**src/rtl/bc_seq_pkg.sv**
```systemverilog
package bc_seq_pkg;
  localparam int DW    = 16;
  localparam int ERR_W = 4;
  localparam int MSK_W = 3;

  typedef logic [DW-1:0] word_t;

  typedef enum logic [3:0] {
    S_IDLE, S_RD_SP, S_CAP_SP, S_CAP_CNT, S_WR_SOM, S_WR_TT1, S_RD_BLK,
    S_CAP_BLK, S_GO, S_WAIT, S_WR_EOM, S_WR_TT2, S_WR_SP, S_WR_CNT
  } seq_st_e;

  localparam int BSW_EOM = 15;
  localparam int BSW_SOM = 14;
  localparam int BSW_ERR = 12;

  // status word of a descriptor entry
  function automatic word_t bsw_make(logic som, logic eom, logic [ERR_W-1:0] err);
    word_t w;
    w = '0;
    w[BSW_SOM] = som;
    w[BSW_EOM] = eom;
    w[BSW_ERR] = |err;
    w[ERR_W-1:0] = err;
    return w;
  endfunction

  // pointer step inside a wrapping window, upper bits kept
  function automatic word_t sp_advance(word_t sp, word_t wrap_mask, word_t step);
    word_t sum;
    sum = sp + step;
    return (sp & ~wrap_mask) | (sum & wrap_mask);
  endfunction

  // ones-complement count is exhausted at all ones
  function automatic logic cnt_exhausted(word_t c);
    return &c;
  endfunction
endpackage

```
**src/rtl/bc_seq_ctrl.sv**
```systemverilog
module bc_seq_ctrl
  import bc_seq_pkg::*;
(
  input  logic    clk,
  input  logic    rst_n,
  input  logic    start_i,
  input  logic    eom_i,
  input  logic    cnt_rd_done_i,
  input  logic    cnt_nx_done_i,
  input  logic    halt_req_i,
  output seq_st_e state_o
);
  seq_st_e st_q, st_d;

  always_comb begin
    st_d = st_q;
    unique case (st_q)
      S_IDLE:    if (start_i) st_d = S_RD_SP;
      S_RD_SP:   st_d = S_CAP_SP;
      S_CAP_SP:  st_d = S_CAP_CNT;
      S_CAP_CNT: st_d = cnt_rd_done_i ? S_IDLE : S_WR_SOM;
      S_WR_SOM:  st_d = S_WR_TT1;
      S_WR_TT1:  st_d = S_RD_BLK;
      S_RD_BLK:  st_d = S_CAP_BLK;
      S_CAP_BLK: st_d = S_GO;
      S_GO:      st_d = S_WAIT;
      S_WAIT:    if (eom_i) st_d = S_WR_EOM;
      S_WR_EOM:  st_d = S_WR_TT2;
      S_WR_TT2:  st_d = S_WR_SP;
      S_WR_SP:   st_d = S_WR_CNT;
      S_WR_CNT:  st_d = (cnt_nx_done_i || halt_req_i) ? S_IDLE : S_RD_SP;
      default:   st_d = S_IDLE;
    endcase
  end

  always_ff @(posedge clk or negedge rst_n) begin
    if (!rst_n) st_q <= S_IDLE;
    else        st_q <= st_d;
  end

  assign state_o = st_q;
endmodule

```
**src/rtl/bc_seq_regs.sv**
```systemverilog
module bc_seq_regs
  import bc_seq_pkg::*;
#(
  parameter word_t PTR_BASE    = 16'h0100,
  parameter word_t AREA_STRIDE = 16'h0004,
  parameter word_t WRAP_MASK   = 16'h00FF,
  parameter word_t STEP        = 16'h0004
) (
  input  logic             clk,
  input  logic             rst_n,
  input  seq_st_e          state_i,
  input  logic             area_sel_i,
  input  logic             eom_i,
  input  logic [ERR_W-1:0] eom_err_i,
  input  word_t            time_tag_i,
  input  word_t            mem_rdata_i,
  output word_t            mem_addr_o,
  output word_t            mem_wdata_o,
  output logic             mem_we_o,
  output logic             mem_re_o,
  output word_t            blk_addr_o,
  output logic [ERR_W-1:0] err_o,
  output logic             area_o,
  output logic             cnt_rd_done_o,
  output logic             cnt_nx_done_o
);
  localparam word_t OFS_CNT = 16'd1;
  localparam word_t OFS_TT  = 16'd1;
  localparam word_t OFS_BLK = 16'd3;

  word_t            sp_q, cnt_q, blk_q;
  logic [ERR_W-1:0] err_q;
  logic             area_q;
  word_t            base, sp_nx, cnt_nx;

  assign base   = PTR_BASE + (area_q ? AREA_STRIDE : '0);
  assign sp_nx  = sp_advance(sp_q, WRAP_MASK, STEP);
  assign cnt_nx = cnt_q + 1'b1;

  always_ff @(posedge clk or negedge rst_n) begin
    if (!rst_n) begin
      sp_q   <= '0;
      cnt_q  <= '0;
      blk_q  <= '0;
      err_q  <= '0;
      area_q <= 1'b0;
    end else begin
      // area follows the select only between messages
      if (state_i == S_IDLE || state_i == S_WR_CNT) area_q <= area_sel_i;
      if (state_i == S_CAP_SP)  sp_q  <= mem_rdata_i;
      if (state_i == S_CAP_CNT) cnt_q <= mem_rdata_i;
      if (state_i == S_CAP_BLK) blk_q <= mem_rdata_i;
      if (state_i == S_WR_SOM)  err_q <= '0;
      if (state_i == S_WAIT && eom_i) err_q <= eom_err_i;
      if (state_i == S_WR_SP)   sp_q  <= sp_nx;
      if (state_i == S_WR_CNT)  cnt_q <= cnt_nx;
    end
  end

  always_comb begin
    mem_addr_o  = '0;
    mem_wdata_o = '0;
    mem_we_o    = 1'b0;
    mem_re_o    = 1'b0;
    unique case (state_i)
      S_RD_SP:  begin mem_re_o = 1'b1; mem_addr_o = base; end
      S_CAP_SP: begin mem_re_o = 1'b1; mem_addr_o = base + OFS_CNT; end
      S_WR_SOM: begin
        mem_we_o = 1'b1; mem_addr_o = sp_q;
        mem_wdata_o = bsw_make(1'b1, 1'b0, '0);
      end
      S_WR_TT1: begin mem_we_o = 1'b1; mem_addr_o = sp_q + OFS_TT; mem_wdata_o = time_tag_i; end
      S_RD_BLK: begin mem_re_o = 1'b1; mem_addr_o = sp_q + OFS_BLK; end
      S_WR_EOM: begin
        mem_we_o = 1'b1; mem_addr_o = sp_q;
        mem_wdata_o = bsw_make(1'b0, 1'b1, err_q);
      end
      S_WR_TT2: begin mem_we_o = 1'b1; mem_addr_o = sp_q + OFS_TT; mem_wdata_o = time_tag_i; end
      S_WR_SP:  begin mem_we_o = 1'b1; mem_addr_o = base; mem_wdata_o = sp_nx; end
      S_WR_CNT: begin mem_we_o = 1'b1; mem_addr_o = base + OFS_CNT; mem_wdata_o = cnt_nx; end
      default: ;
    endcase
  end

  assign blk_addr_o    = blk_q;
  assign err_o         = err_q;
  assign area_o        = area_q;
  assign cnt_rd_done_o = cnt_exhausted(mem_rdata_i);
  assign cnt_nx_done_o = cnt_exhausted(cnt_nx);
endmodule

```
**src/rtl/bc_seq_irq.sv**
```systemverilog
module bc_seq_irq
  import bc_seq_pkg::*;
(
  input  logic             clk,
  input  logic             rst_n,
  input  logic [MSK_W-1:0] mask_i,
  input  logic [MSK_W-1:0] evt_i,
  output logic [MSK_W-1:0] irq_o
);
  logic [MSK_W-1:0] pulse_q;

  for (genvar i = 0; i < MSK_W; i++) begin : g_line
    always_ff @(posedge clk or negedge rst_n) begin
      if (!rst_n) pulse_q[i] <= 1'b0;
      else        pulse_q[i] <= evt_i[i] & mask_i[i];
    end
  end

  assign irq_o = pulse_q;
endmodule

```
**src/rtl/bc_msg_seq.sv**
```systemverilog
module bc_msg_seq
  import bc_seq_pkg::*;
#(
  parameter logic [15:0] PTR_BASE      = 16'h0100,
  parameter logic [15:0] AREA_STRIDE   = 16'h0004,
  parameter int          STACK_ENTRIES = 64,
  parameter int          ENTRY_WORDS   = 4
) (
  input  logic        clk,
  input  logic        rst_n,
  input  logic        start_i,
  input  logic        area_sel_i,
  input  logic        stop_on_err_i,
  input  logic [2:0]  irq_mask_i,
  input  logic [15:0] time_tag_i,
  output logic [15:0] mem_addr_o,
  output logic        mem_we_o,
  output logic        mem_re_o,
  output logic [15:0] mem_wdata_o,
  input  logic [15:0] mem_rdata_i,
  output logic        eng_start_o,
  output logic [15:0] blk_addr_o,
  input  logic        eng_eom_i,
  input  logic [3:0]  eng_err_i,
  output logic        irq_eom_o,
  output logic        irq_err_o,
  output logic        irq_done_o
);
  localparam int    WRAP_SPAN = STACK_ENTRIES * ENTRY_WORDS;
  localparam word_t WRAP_MASK = word_t'(WRAP_SPAN - 1);
  localparam word_t STEP      = word_t'(ENTRY_WORDS);

  seq_st_e          state;
  logic [ERR_W-1:0] err_q;
  logic             cur_area;
  logic             cnt_rd_done, cnt_nx_done;
  logic [MSK_W-1:0] irq_vec;

  // named internal events
  logic msg_end_evt, err_evt, list_done_evt, wait_st, msg_active, halt_req;

  assign msg_end_evt   = (state == S_WR_CNT);
  assign err_evt       = msg_end_evt && (|err_q);
  assign list_done_evt = (msg_end_evt && cnt_nx_done) || (state == S_CAP_CNT && cnt_rd_done);
  assign wait_st       = (state == S_WAIT);
  assign msg_active    = (state != S_IDLE) && (state != S_WR_CNT);
  assign halt_req      = stop_on_err_i && (|err_q);

  bc_seq_ctrl u_ctrl (
    .clk          (clk),
    .rst_n        (rst_n),
    .start_i      (start_i),
    .eom_i        (eng_eom_i),
    .cnt_rd_done_i(cnt_rd_done),
    .cnt_nx_done_i(cnt_nx_done),
    .halt_req_i   (halt_req),
    .state_o      (state)
  );

  bc_seq_regs #(
    .PTR_BASE   (PTR_BASE),
    .AREA_STRIDE(AREA_STRIDE),
    .WRAP_MASK  (WRAP_MASK),
    .STEP       (STEP)
  ) u_regs (
    .clk          (clk),
    .rst_n        (rst_n),
    .state_i      (state),
    .area_sel_i   (area_sel_i),
    .eom_i        (eng_eom_i),
    .eom_err_i    (eng_err_i),
    .time_tag_i   (time_tag_i),
    .mem_rdata_i  (mem_rdata_i),
    .mem_addr_o   (mem_addr_o),
    .mem_wdata_o  (mem_wdata_o),
    .mem_we_o     (mem_we_o),
    .mem_re_o     (mem_re_o),
    .blk_addr_o   (blk_addr_o),
    .err_o        (err_q),
    .area_o       (cur_area),
    .cnt_rd_done_o(cnt_rd_done),
    .cnt_nx_done_o(cnt_nx_done)
  );

  bc_seq_irq u_irq (
    .clk   (clk),
    .rst_n (rst_n),
    .mask_i(irq_mask_i),
    .evt_i ({list_done_evt, err_evt, msg_end_evt}),
    .irq_o (irq_vec)
  );

  assign eng_start_o = (state == S_GO);
  assign irq_eom_o   = irq_vec[0];
  assign irq_err_o   = irq_vec[1];
  assign irq_done_o  = irq_vec[2];
endmodule

```
**config.mk**
```make
export PLATFORM = sky130hd
export DESIGN_NAME = bc_msg_seq
export DESIGN_NICKNAME = d
export VERILOG_FILES = /design/src/rtl/bc_seq_pkg.sv /design/src/rtl/bc_seq_ctrl.sv /design/src/rtl/bc_seq_regs.sv /design/src/rtl/bc_seq_irq.sv /design/src/rtl/bc_msg_seq.sv
export SDC_FILE = /design/constraint.sdc
export NUM_CORES = 1
export LEC_CHECK = 0
export ABC_CLOCK_PERIOD_IN_PS = 2300
export CAP_MARGIN = 20
export CORE_ASPECT_RATIO = 1.1
export CORE_MARGIN = 8
export CORE_UTILIZATION = 46
export DETAILED_ROUTE_END_ITERATION = 16
export GPL_TIMING_DRIVEN = 0
export PLACE_DENSITY = 0.79
export SLEW_MARGIN = 5
export SYNTH_ARGS = -nofsm -noshare
export SYNTH_HDL_FRONTEND = slang
export SYNTH_SLANG_ARGS = --single-unit
```
**constraint.sdc**
```tcl
create_clock -name clk -period 2.3 [get_ports clk]
set_input_delay 0.23 -clock clk [delete_from_list [all_inputs] [get_ports clk]]
set_output_delay 0.23 -clock clk [all_outputs]
set_load 0.02 [all_outputs]
```
==> metrics.md, run 1 <==
| Metric | Value |
|---|---|
| CP Launch Type | flop |
| Cell with the most instances after synthesis | nand2_1 |
| TNS Setup | -10.35 ns |
| Worst Clk Skew | 0.0106 ns |
| Synth top cells by count | 69 x nand2_1, 60 x dfrtp_1, 47 x o21ai_0 |
| DR WL/cell | 21.4 µm |
| Asr flop ratio synth | 1.00 |
| Die height | 116 µm |
| Metal2 WL | 8240 µm |
| Worst hold path startpoint | irq_mask_i[0] |
| Crit share post-route | 1.28 |
| Routed vias | 4726 |
| Reg2reg path depth | 5 |
| Post-route DRC | 0 |
| Post-layout instance area | 6120 µm² |
| Layout Nets | slightly below 700 |
| Worst Max-Slew Pin Slew | 0.852 ns |
| Worst R2R Setup Slack | 0.17 ns |
| WL met3 | 1250 µm |
| Main combinational cell family by area after synthesis | compound AO/OA/AOI/OAI gates |
| Met1 wire length | roughly 6000 µm |
| Vias in the first global route | 4712 |
| H-tree depth | 3 |
| Tightest Hold Check Type | input port to flop |
| Highest metal used | met4 |
| Starting Density | 0.470 |
| CP max FO | 4 |
| First-pass iteration count of the detailed router | 5 |
| Share of cells above drive strength 1 | 0.293 |
| Congestion Overflow GR | 0 |
| Setup slack after layout | -0.634 ns |
| Die Wd | 107 µm |
| Setup-failing EPs final | 30 |
| Worst Hold Depth | 2 |
| Syn avg cell area | 8.45 µm² |
| P_leak | 2.60 nW |
| Hold slack | 0.449 ns |
| Largest net degree at the start of global routing | 61 |
| # port buffers | 98 |
| Status | finished, violations left |
| Xor/xnor cell area share of the yosys netlist | 0.0338 |
| Layout area overhead | 47.6% |
| Yosys top cell by area | dfrtp_1 |
| Crit path time final | 2.93 ns |
| Die area | 12300 µm² |
| Cts bufs inserted | 9 |
| Failing checks | negative setup slack |
| CTS tree | done |
| Prevailing post-synth register cell | dfrtp_1 |
| Final Max Slew Viols | 0 |
| Antenna violations before repair | 0 |
| Crit path required time | about 2.1 ns |
| Clock Tree Buf Depth | 2 |
| Top cells by area, synth | dfrtp_1 36%, nand2_1 6.2%, o21ai_0 5.7%, mux2_2 4.6%, a21oi_1 2.9% |
| # IOs | roughly 100 |
| Crit path cell chain | clkbuf_8, and3b_1, o21a_4, inv_8, fa_2, nand3_2, nor2_4, nand4_1, or3_1, o21ai_2, buf_6 |
| Placed Area | 5380 µm² |
| All-Layer GR Usage | 0.260 |
| Syn nets | 541 |
| DRT iter0 DRCs | 457 |
| EDFF count, synth | 0 |
| CTS sink count | 60 |
| CP arrival | between 2 and 3 ns |
| WL final | around 16000 µm |
| Placed cells | 703 |
| Hold Path End | u_irq.irq_o[0] |
| Final ANT Viol Nets | 0 |
| Yosys cell types | 67 |
| Rel. slew slack | 0.427 |
| RD Place Congestion | 0.922 |
| Proportion of synthesized area in mux cells | 0.0486 |
| Slowest cell on the critical path | or3_1 |
| Via/cell ratio | 6.26 |
| Cell Pwr Density | 1420 nW/µm² |
| Peak VDD IR | 0.681 mV |
| Worst skew pair latency | about 0.35 ns |
| Crit Path Category | flop to output port |
| Top cell type's share of synthesized area | 0.362 |
| Worst Setup End Kind | output port |
| Max cap viols | 0 |
| CTS Root Cell | clkbuf_8 |
| Adder-Cell Fraction of Synth Area | 0.0169 |
| Mapped cell area | 4150 µm² |
| Sequential area share after synthesis | 0.362 |
| First-pass GRT wire length | 25400 µm |
| Beginning of the critical path | u_ctrl.state_o[1] |
| #FFs+latches synth | 60 |
| RSZ-0062 raised after global routing | yes |
| HPWL Detailed | 11300 µm |
| Fmax | 0.341 GHz |
| Post-synthesis compound-gate area fraction | 0.246 |
| Final Hold Vio Count | 0 |
| Critical Path Max Stage Delay | between 0.4 and 0.5 ns |
| R2R Path End | u_regs.blk_addr_o[9] |
| Synthesized instance count | 491 |
| Core area | roughly 8800 µm² |
| Row Count | 36 |
| Post-Synth Simple-Gate Area | 0.242 |
| Clk slew on worst S/H paths | 0.07 ns |
| Cell Count, Final, Fillers Out | between 700 and 800 |
| ANT cells | 0 |
| Crit Reg-Reg Startpoint | u_ctrl.state_o[2] |
| Synth warn | 0 |
[critical path, delay by kind of cell (launching register included)]
kind | cells | cell delay, ns
compound gates | 2 | 0.32
buf+inv | 3 | 0.36
flops | 1 | 0.40
fa+ha+maj | 1 | 0.24
simple gates | 5 | 1.03
[flip-flops by register name (all words and copies together) (netlist names)]
register / cells
u_regs.sp_q: 16
u_regs.area_o: 1
u_ctrl.state_o: 4
u_regs.blk_addr_o: 16
u_regs.err_o: 4
u_regs.cnt_q: 16
u_irq.irq_o: 3
[cell type report]
cell class | count | area (µm²)
plain buffers | 31 | 230
clock buffers | 12 | 145
clock inverters | 4 | 25.0
fillers | 731 | 2710
inverters | 11 | 48.8
multi-input cells | 384 | 2730
flip-flops and latches | 60 | 1510
well taps | 114 | 143
repair buffers | 139 | 1300
[per-layer routing]
metal | up-vias | global-route usage
li1 | 2106 | -
met1 | 2313 | 0.303
met2 | 263 | 0.452
met3 | 44 | 0.0501
met4 | 0 | 0.124
met5 | - | 0
[how the worst max path moves through the flow]
stage	to	slack, ns
after floorplan	mem_addr_o[14]	-0.03
after global placement	u_regs.blk_addr_o[10]	-0.95
after detailed placement	mem_addr_o[14]	-0.78
after CTS	mem_addr_o[13]	-0.60
after global routing	mem_addr_o[14]	-0.74
final	mem_addr_o[14]	-0.63
[where the power goes]
part	switching (mW)	internal, mW
clock	0.445	0.417
sequential	0.608	1.55
combinational	3.05	2.64
[what timing repair did]
action                                  in CTS  in global routing
gates resized for setup                    253                 31
endpoints found under the setup margin      35                 33
cloned                                       1                  0
hold buffers                                 1                  0
setup buffers                               32                  7
pin swaps                                   23                 14
hold endpoints to repair                    42                  0
[stage by stage]
stage / utilization / power [mW] / setup WS, ns
after floorplan: - / 5.04 / -0.0272
after global placement: 0.610 / 6.72 / -0.951
after detailed placement: 0.609 / 6.86 / -0.785
after CTS: 0.678 / 8.31 / -0.600
after global routing: 0.694 / 9.21 / -0.737
final: 0.694 / 8.72 / -0.634
[kinds of logic (layout without fill, tap and decap cells)]
group                      count (synthesis)  in the layout
buffers and inverters                     47            197
and+or+nand+nor                          192            192
AOI/OAI and AO/OA                        153            153
adders and majority gates                  5              5
muxes                                     18             18
DFF                                       60             60
xor gates and xnor gates                  16             16
[cells in the final DEF, fill, tap and decap left out, types with 10 or more instances in the layout]
cell type,instances
a21oi_1,22
buf_2,13
buf_4,46
buf_6,28
clkbuf_8,12
clkdlybuf4s50_1,62
dfrtp_1,56
inv_1,10
mux2_2,17
nand2_1,66
nand3_1,13
nor2_1,28
o21ai_0,29
o21ai_1,15
xnor2_1,11
(Power assumes the default switching activity.)
==> run 2, diff against run 1 <==
--- a/config.mk
+++ b/config.mk
@@ -13,7 +13,7 @@
 export DETAILED_ROUTE_END_ITERATION = 16
 export GPL_TIMING_DRIVEN = 0
 export PLACE_DENSITY = 0.79
-export SLEW_MARGIN = 5
+export SLEW_MARGIN = 20
 export SYNTH_ARGS = -nofsm -noshare
 export SYNTH_HDL_FRONTEND = slang
 export SYNTH_SLANG_ARGS = --single-unit
==> run 2 against run 1 <==
Compared with the run above: the flow still finishes with violations (negative setup slack); power fell by 0.54%; register-to-register slack about the same; die area is the same; non-clock buffer count fell by 1; clock-buffer cell count is the same; combinational power decreased by 3%; final cell count is 0.13% lower; worst setup slack improved by 0.074 ns; utilization up 0.69 points; sequential share of layout area is 0.20 points lower.
==> metrics.md, run 2 (synthesis results as in run 1) <==
| Metric | Value |
|---|---|
| Clk slew on worst S/H paths | 0.07 ns |
| Routed vias | 4684 |
| Most frequent cells in the layout | 64 x nand2_1, 62 x clkdlybuf4s50_1, 54 x dfrtp_1 |
| Crit Path Category | flop to output port |
| Rel. slew slack | 0.453 |
| CP max FO | 4 |
| HPWL Detailed | around 11000 µm |
| All-Layer GR Usage | 0.253 |
| Final Max Slew Viols | 0 |
| Via/cell ratio | between 6 and 7 |
| Status | finished, violations left |
| FF/Latch Area | 1510 µm² |
| CTS sink count | 60 |
| Core Util, Final | 0.701 |
| WL final | 15800 µm |
| CTS Root Cell | clkbuf_8 |
| Die Wd | 107 µm |
| ANT cells | 0 |
| Layout Nets | 685 |
| Layout area overhead | 49.1% |
| Fmax | 0.350 GHz |
| DRT iter0 DRCs | between 400 and 500 |
| Congestion Overflow GR | 0 |
| Crit path cell chain | and3b_1, o21a_4, inv_8, fa_2, nand3_2, nor2_4, nand4_1, or3_4, o21ai_2, buf_6 |
| Clock Tree Buf Depth | 2 |
| RD Place Congestion | 0.922 |
| Crit path time final | about 2.9 ns |
| Largest net degree at the start of global routing | 55 |
| CTS tree | done |
| Critical Path Max Stage Delay | between 0.4 and 0.5 ns |
| Die height | 116 µm |
| First-pass GRT wire length | 24600 µm |
| RSZ-0062 raised after global routing | yes |
| Setup slack after layout | -0.560 ns |
| Tightest Hold Check Type | input port to asynchronous set/reset pin |
| Die area | approximately 12000 µm² |
| P_leak | 2.64 nW |
| Setup-failing EPs final | 23 |
| # IOs | 99 |
| # port buffers | 98 |
| Crit path max-delay family | simple AND/OR/NAND/NOR gates |
| Peak VDD IR | around 0.71 mV |
| Area of the multi-input gates | ~2800 µm² |
| Worst Max-Slew Pin Slew | 0.813 ns |
| Worst Path Buf+Inv | 2 |
| Crit path required time | 2.07 ns |
| First-pass iteration count of the detailed router | 7 |
| Antenna violations before repair | 0 |
| Cell Pwr Density | 1400 nW/µm² |
| Cts bufs inserted | 9 |
| Post-route DRC | 0 |
| CP arrival | roughly 2.6 ns |
| Worst R2R Setup Slack | ~0.16 ns |
| Worst Clk Skew | 0.00668 ns |
| Share of cells above drive strength 1 | 0.313 |
| Worst Setup End Kind | output port |
| CP Launch Type | flop |
| Instance count on the critical path | 10 |
| Most common cell after layout, fill and taps aside | nand2_1 |
| Final Hold Vio Count | 0 |
| Hold slack | 0.251 ns |
| Final ANT Viol Nets | 0 |
| Starting Density | 0.470 |
| Final Power | 8.67 mW |
| DR WL/cell | 21.0 µm |
| Slowest cell on the critical path | dfrtp_2 |
| Core area | 8830 µm² |
| H-tree depth | 3 |
| Crit share post-route | 1.24 |
| Reg2reg path depth | 6 |
| Failing checks | negative setup slack |
| Max cap viols | 0 |
| Worst slack, placed | -0.785 ns |
| Worst skew pair latency | 0.34 ns |
| Vias in the first global route | 4596 |
| Fill count | 700 |
| Row Count | 36 |
[run 2: changes by cell type in the layout (fill, tap and decap cells not counted), moves of 2 or more]
cell,delta
buf_1,-2
buf_4,+7
buf_6,-5
dfrtp_1,-2
dfrtp_2,+2
nand2_1,-2
nor3_1,-2
o21ai_0,+2
o21ai_1,-3
[run 2: worst paths after layout]
check                                            from               endpoint
worst max-delay path                u_ctrl.state_o[1]         mem_addr_o[14]
max in group asynchronous                       rst_n         u_regs.sp_q[4]
min in group clk                        irq_mask_i[0]         u_irq.irq_o[0]
worst max register to register      u_ctrl.state_o[2]   u_regs.blk_addr_o[9]
worst min-delay path                            rst_n   u_regs.blk_addr_o[1]
worst min register to register  u_regs.blk_addr_o[13]  u_regs.blk_addr_o[13]
[run 2: power breakdown]
group          total (mW)  internal [mW]  leakage (nW)  switching (mW)
registers            2.18           1.56         0.729           0.621
clock network       0.992          0.556         0.102           0.435
logic                5.50           2.52          1.81            2.98
total                8.67           4.63          2.64            4.04
[run 2: repair_timing]
item	4_1_cts	5_1_grt
resized for setup	232	59
pin swaps	19	25
buffers inserted	23	19
endpoints found under the setup margin	35	37
hold buffers	1	0
hold endpoints to repair	60	0
[run 2: area by class of cell]
type / instances / share of cell area
inverters: 11 / 0.00789
clock buffers: 12 / 0.0251
multi-input cells: 384 / 0.446
repair buffers: 142 / 0.214
flip-flops and latches: 60 / 0.244
well taps: 114 / 0.0231
plain buffers: 27 / 0.0322
clock inverters: 4 / 0.00769
[run 2: stage by stage]
step | area [µm²] | instances | setup TNS, ns
finish | 6180 | 754 | -5.88
CTS | 5890 | 738 | -7.16
global route | 6180 | 754 | -7.65
global placement | 5380 | 703 | -69.88
floorplan | 4260 | 491 | -0.0293
detailed placement | 5410 | 704 | -14.76
[run 2: worst reg2reg max path, cell delays in order (launching register included)]
cell and delay (ns):
dfrtp_1 0.40, buf_4 0.15, buf_6 0.13, and2b_1 0.23, nand3_1 0.32, buf_2 0.40, mux2_2 0.39
[run 2: routing by layer]
metal / track usage / up-vias / wire, µm
met4: 0.135 / 0 / 553
met1: 0.299 / 2292 / 5950
met3: 0.0378 / 48 / 1140
li1: - / 2109 / -
met2: 0.435 / 235 / 8200
met5: 0 / - / 0
==> run 3, diff against run 2 <==
--- a/config.mk
+++ b/config.mk
@@ -16,4 +16,5 @@
 export SLEW_MARGIN = 20
 export SYNTH_ARGS = -nofsm -noshare
 export SYNTH_HDL_FRONTEND = slang
+export SYNTH_HIERARCHICAL = 1
 export SYNTH_SLANG_ARGS = --single-unit
==> run 3 against run 2 <==
Compared with the run above: the run still ends with negative setup slack left; die area is the same; highest routed layer unchanged; worst setup slack gained 0.022 ns; final cell count grew 1.7%; clock power shrank 2.2%; first-iteration DRC count grew 7.1%.
==> metrics.md, run 3 <==
| Metric | Value |
|---|---|
| Top cells by area, synth | dfrtp_1 36%, nand2_1 6.1%, o21ai_0 5.5%, mux2_2 4.6%, a221o_1 2.9% |
| Post-route DRC | 0 |
| Sequential area share after synthesis | 0.362 |
| Worst skew pair latency | 0.35 ns |
| Clk slew on worst S/H paths | 0.07 ns |
| EDFF count, synth | 0 |
| Congestion Overflow GR | 0 |
| Setup slack after layout | -0.538 ns |
| RSZ-0062 raised after global routing | yes |
| DRT iter0 DRCs | about 450 |
| Starting Density | 0.470 |
| Routed vias | roughly 5000 |
| Worst R2R Setup Slack | 0 ns |
| Die height | 116 µm |
| Fmax | 0.352 GHz |
| Die Wd | 107 µm |
| Synthesized instance count | 481 |
| DR WL/cell | between 20 and 25 µm |
| Crit path required time | 2.07 ns |
| Failing checks | negative setup slack |
| TNS Setup | -5.75 ns |
| Final Hold Vio Count | 0 |
| Synth top cells by count | 67 x nand2_1, 60 x dfrtp_1, 46 x o21ai_0 |
| R2R Path End | u_irq/irq_o[2] |
| Crit share post-route | 1.23 |
| Most frequent cells in the layout | 70 x buf_4, 62 x clkdlybuf4s50_1, 62 x nand2_1 |
| Via/cell ratio | 6.47 |
| Rel. slew slack | 0.501 |
| HPWL Detailed | 11100 µm |
| Crit path time final | 2.84 ns |
| Final ANT Viol Nets | 0 |
| First-pass GRT wire length | 26100 µm |
| Prevailing post-synth register cell | dfrtp_1 |
| Synth warn | 6 |
| Vias in the first global route | 4805 |
| CTS tree | done |
| All-Layer GR Usage | 0.270 |
| Worst Setup End Kind | output port |
| Mapped cell area | 4150 µm² |
| CP arrival | 2.61 ns |
| Crit Reg-Reg Startpoint | u_regs/cnt_q[0] |
| Reg2reg path depth | 9 |
| Beginning of the critical path | u_ctrl/state_o[3] |
| Cell with the most instances after synthesis | nand2_1 |
| Crit Path Category | flop to output port |
| Syn nets | between 500 and 600 |
| Die area | 12300 µm² |
| Worst Max-Slew Pin Slew | 0.742 ns |
| ANT cells | 0 |
| Fill count | 608 |
| # port buffers | 98 |
| Yosys cell types | 67 |
| Layout Nets | 697 |
| Cts bufs inserted | 9 |
| Share of cells above drive strength 1 | 0.358 |
| Max cap viols | 0 |
| Antenna violations before repair | 0 |
| Status | finished, violations left |
| CTS sink count | 60 |
| Core area | 8830 µm² |
| Most common cell after layout, fill and taps aside | buf_4 |
| Setup-failing EPs final | 19 |
| Core Util, Final | 0.736 |
| Worst Clk Skew | a little under 0.007 ns |
| Clock Tree Buf Depth | 2 |
| Peak VDD IR | about 0.73 mV |
| CP Launch Type | flop |
| CP max FO | 5 |
| RD Place Congestion | roughly 0.99 |
| Asr flop ratio synth | 1.00 |
| P_leak | around 2.7 nW |
| Largest net degree at the start of global routing | 35 |
| First-pass iteration count of the detailed router | 5 |
| Cell Pwr Density | 1450 nW/µm² |
| Final Max Slew Viols | 0 |
| H-tree depth | 3 |
| Yosys top cell by area | dfrtp_1 |
| Layout area overhead | 56.7% |
| Crit path capture | mem_addr_o[8] |
| FF/Latch Area | 1510 µm² |
| CTS Root Cell | clkbuf_8 |
| Syn avg cell area | 8.63 µm² |
| Row Count | 36 |
| Area of the multi-input gates | just under 3000 µm² |
| Top cell type's share of synthesized area | 0.362 |
| Tightest Hold Check Type | input port to asynchronous set/reset pin |
| WL final | 17400 µm |
| # IOs | 99 |
| #FFs+latches synth | 60 |
run 3: cell types whose count changed in the layout (fill, tap and decap cells not counted), sizes merged, moves of 4 or more:
| cell | change |
|---|---|
| nor4 | -4 |
| a21o | -7 |
| nand4 | +5 |
| a221o | +4 |
| nor3b | +4 |
| or2 | -4 |
| a21oi | -4 |
| o311ai | +4 |
| buf | +22 |
| nor2 | -10 |
| a222oi | -4 |
run 3: cells by family (layout without fill, tap and decap cells):
logic type,after synthesis,count (layout),synth area share
AO/OA/AOI/OAI,146,146,0.238
XOR/XNOR,21,21,0.0443
adder cells (fa/ha/maj),5,5,0.0145
buffers and inverters,46,218,0.0501
flip-flops,60,60,0.362
multiplexers,18,18,0.0486
AND/OR/NAND/NOR,185,185,0.243
run 3: worst min-delay path by stage:
stage	from	endpoint
finish	rst_n	u_ctrl/state_o[2]
global route	rst_n	u_regs/blk_addr_o[7]
CTS	rst_n	u_regs/blk_addr_o[7]
detailed placement	rst_n	u_regs/cnt_q[0]
global placement	u_regs/blk_addr_o[12]	u_regs/blk_addr_o[12]
floorplan	rst_n	u_ctrl/state_o[0]
run 3: report_power, final:
| group | switching [mW] | leakage [nW] | internal [mW] |
|---|---|---|---|
| sequential | 0.590 | 0.730 | 1.55 |
| clock | 0.443 | 0.0983 | 0.527 |
| combinational | 3.41 | 1.89 | 2.90 |
run 3: final cells by class:
cell class,count,area share
Multi-Input combinational cell,375,0.447
Sequential cell,60,0.232
Timing Repair Buffer,164,0.225
Buffer,30,0.0377
Tap cell,114,0.0219
Clock buffer,10,0.0212
Clock inverter,6,0.00982
Inverter,8,0.00462
run 3: timing repair:
item | in CTS | in global routing
resized for setup | 247 | 58
endpoints found under the setup margin | 44 | 45
pin swaps | 20 | 19
hold buffers | 1 | 0
cloned | 0 | 0
buffers inserted | 50 | 16
hold endpoints to repair | 26 | 0
run 3: stage by stage:
step                      std cells  hold WS [ns]  total power, mW  area, µm²  worst slack (ns)
after floorplan                 481       -0.0656             5.16       4260            -0.313
after global placement          693         0.488             6.93       5390             -1.19
after detailed placement        694         0.175             7.04       5400             -1.21
after CTS                       754         0.339             8.82       6240            -0.516
after global routing            767         0.354             9.89       6500            -0.641
final                           767         0.332             9.42       6500            -0.538
run 3: worst max-delay path, cell delays in order, from the launching register on:
cell	delay, ns
dfrtp_2	0.45
buf_6	0.14
nand4bb_4	0.24
nand2_4	0.11
buf_8	0.12
xnor2_4	0.12
ha_4	0.18
buf_4	0.12
a31oi_4	0.05
o211ai_1	0.24
a31oi_1	0.13
a311oi_2	0.19
buf_4	0.18
run 3: layer usage:
layer	track usage	wire length [µm]	part of all wire
met1	0.307	6360	0.36
met5	0	0	0
met4	0.136	823	0.047
met2	0.467	8650	0.50
met3	0.0601	1590	0.091
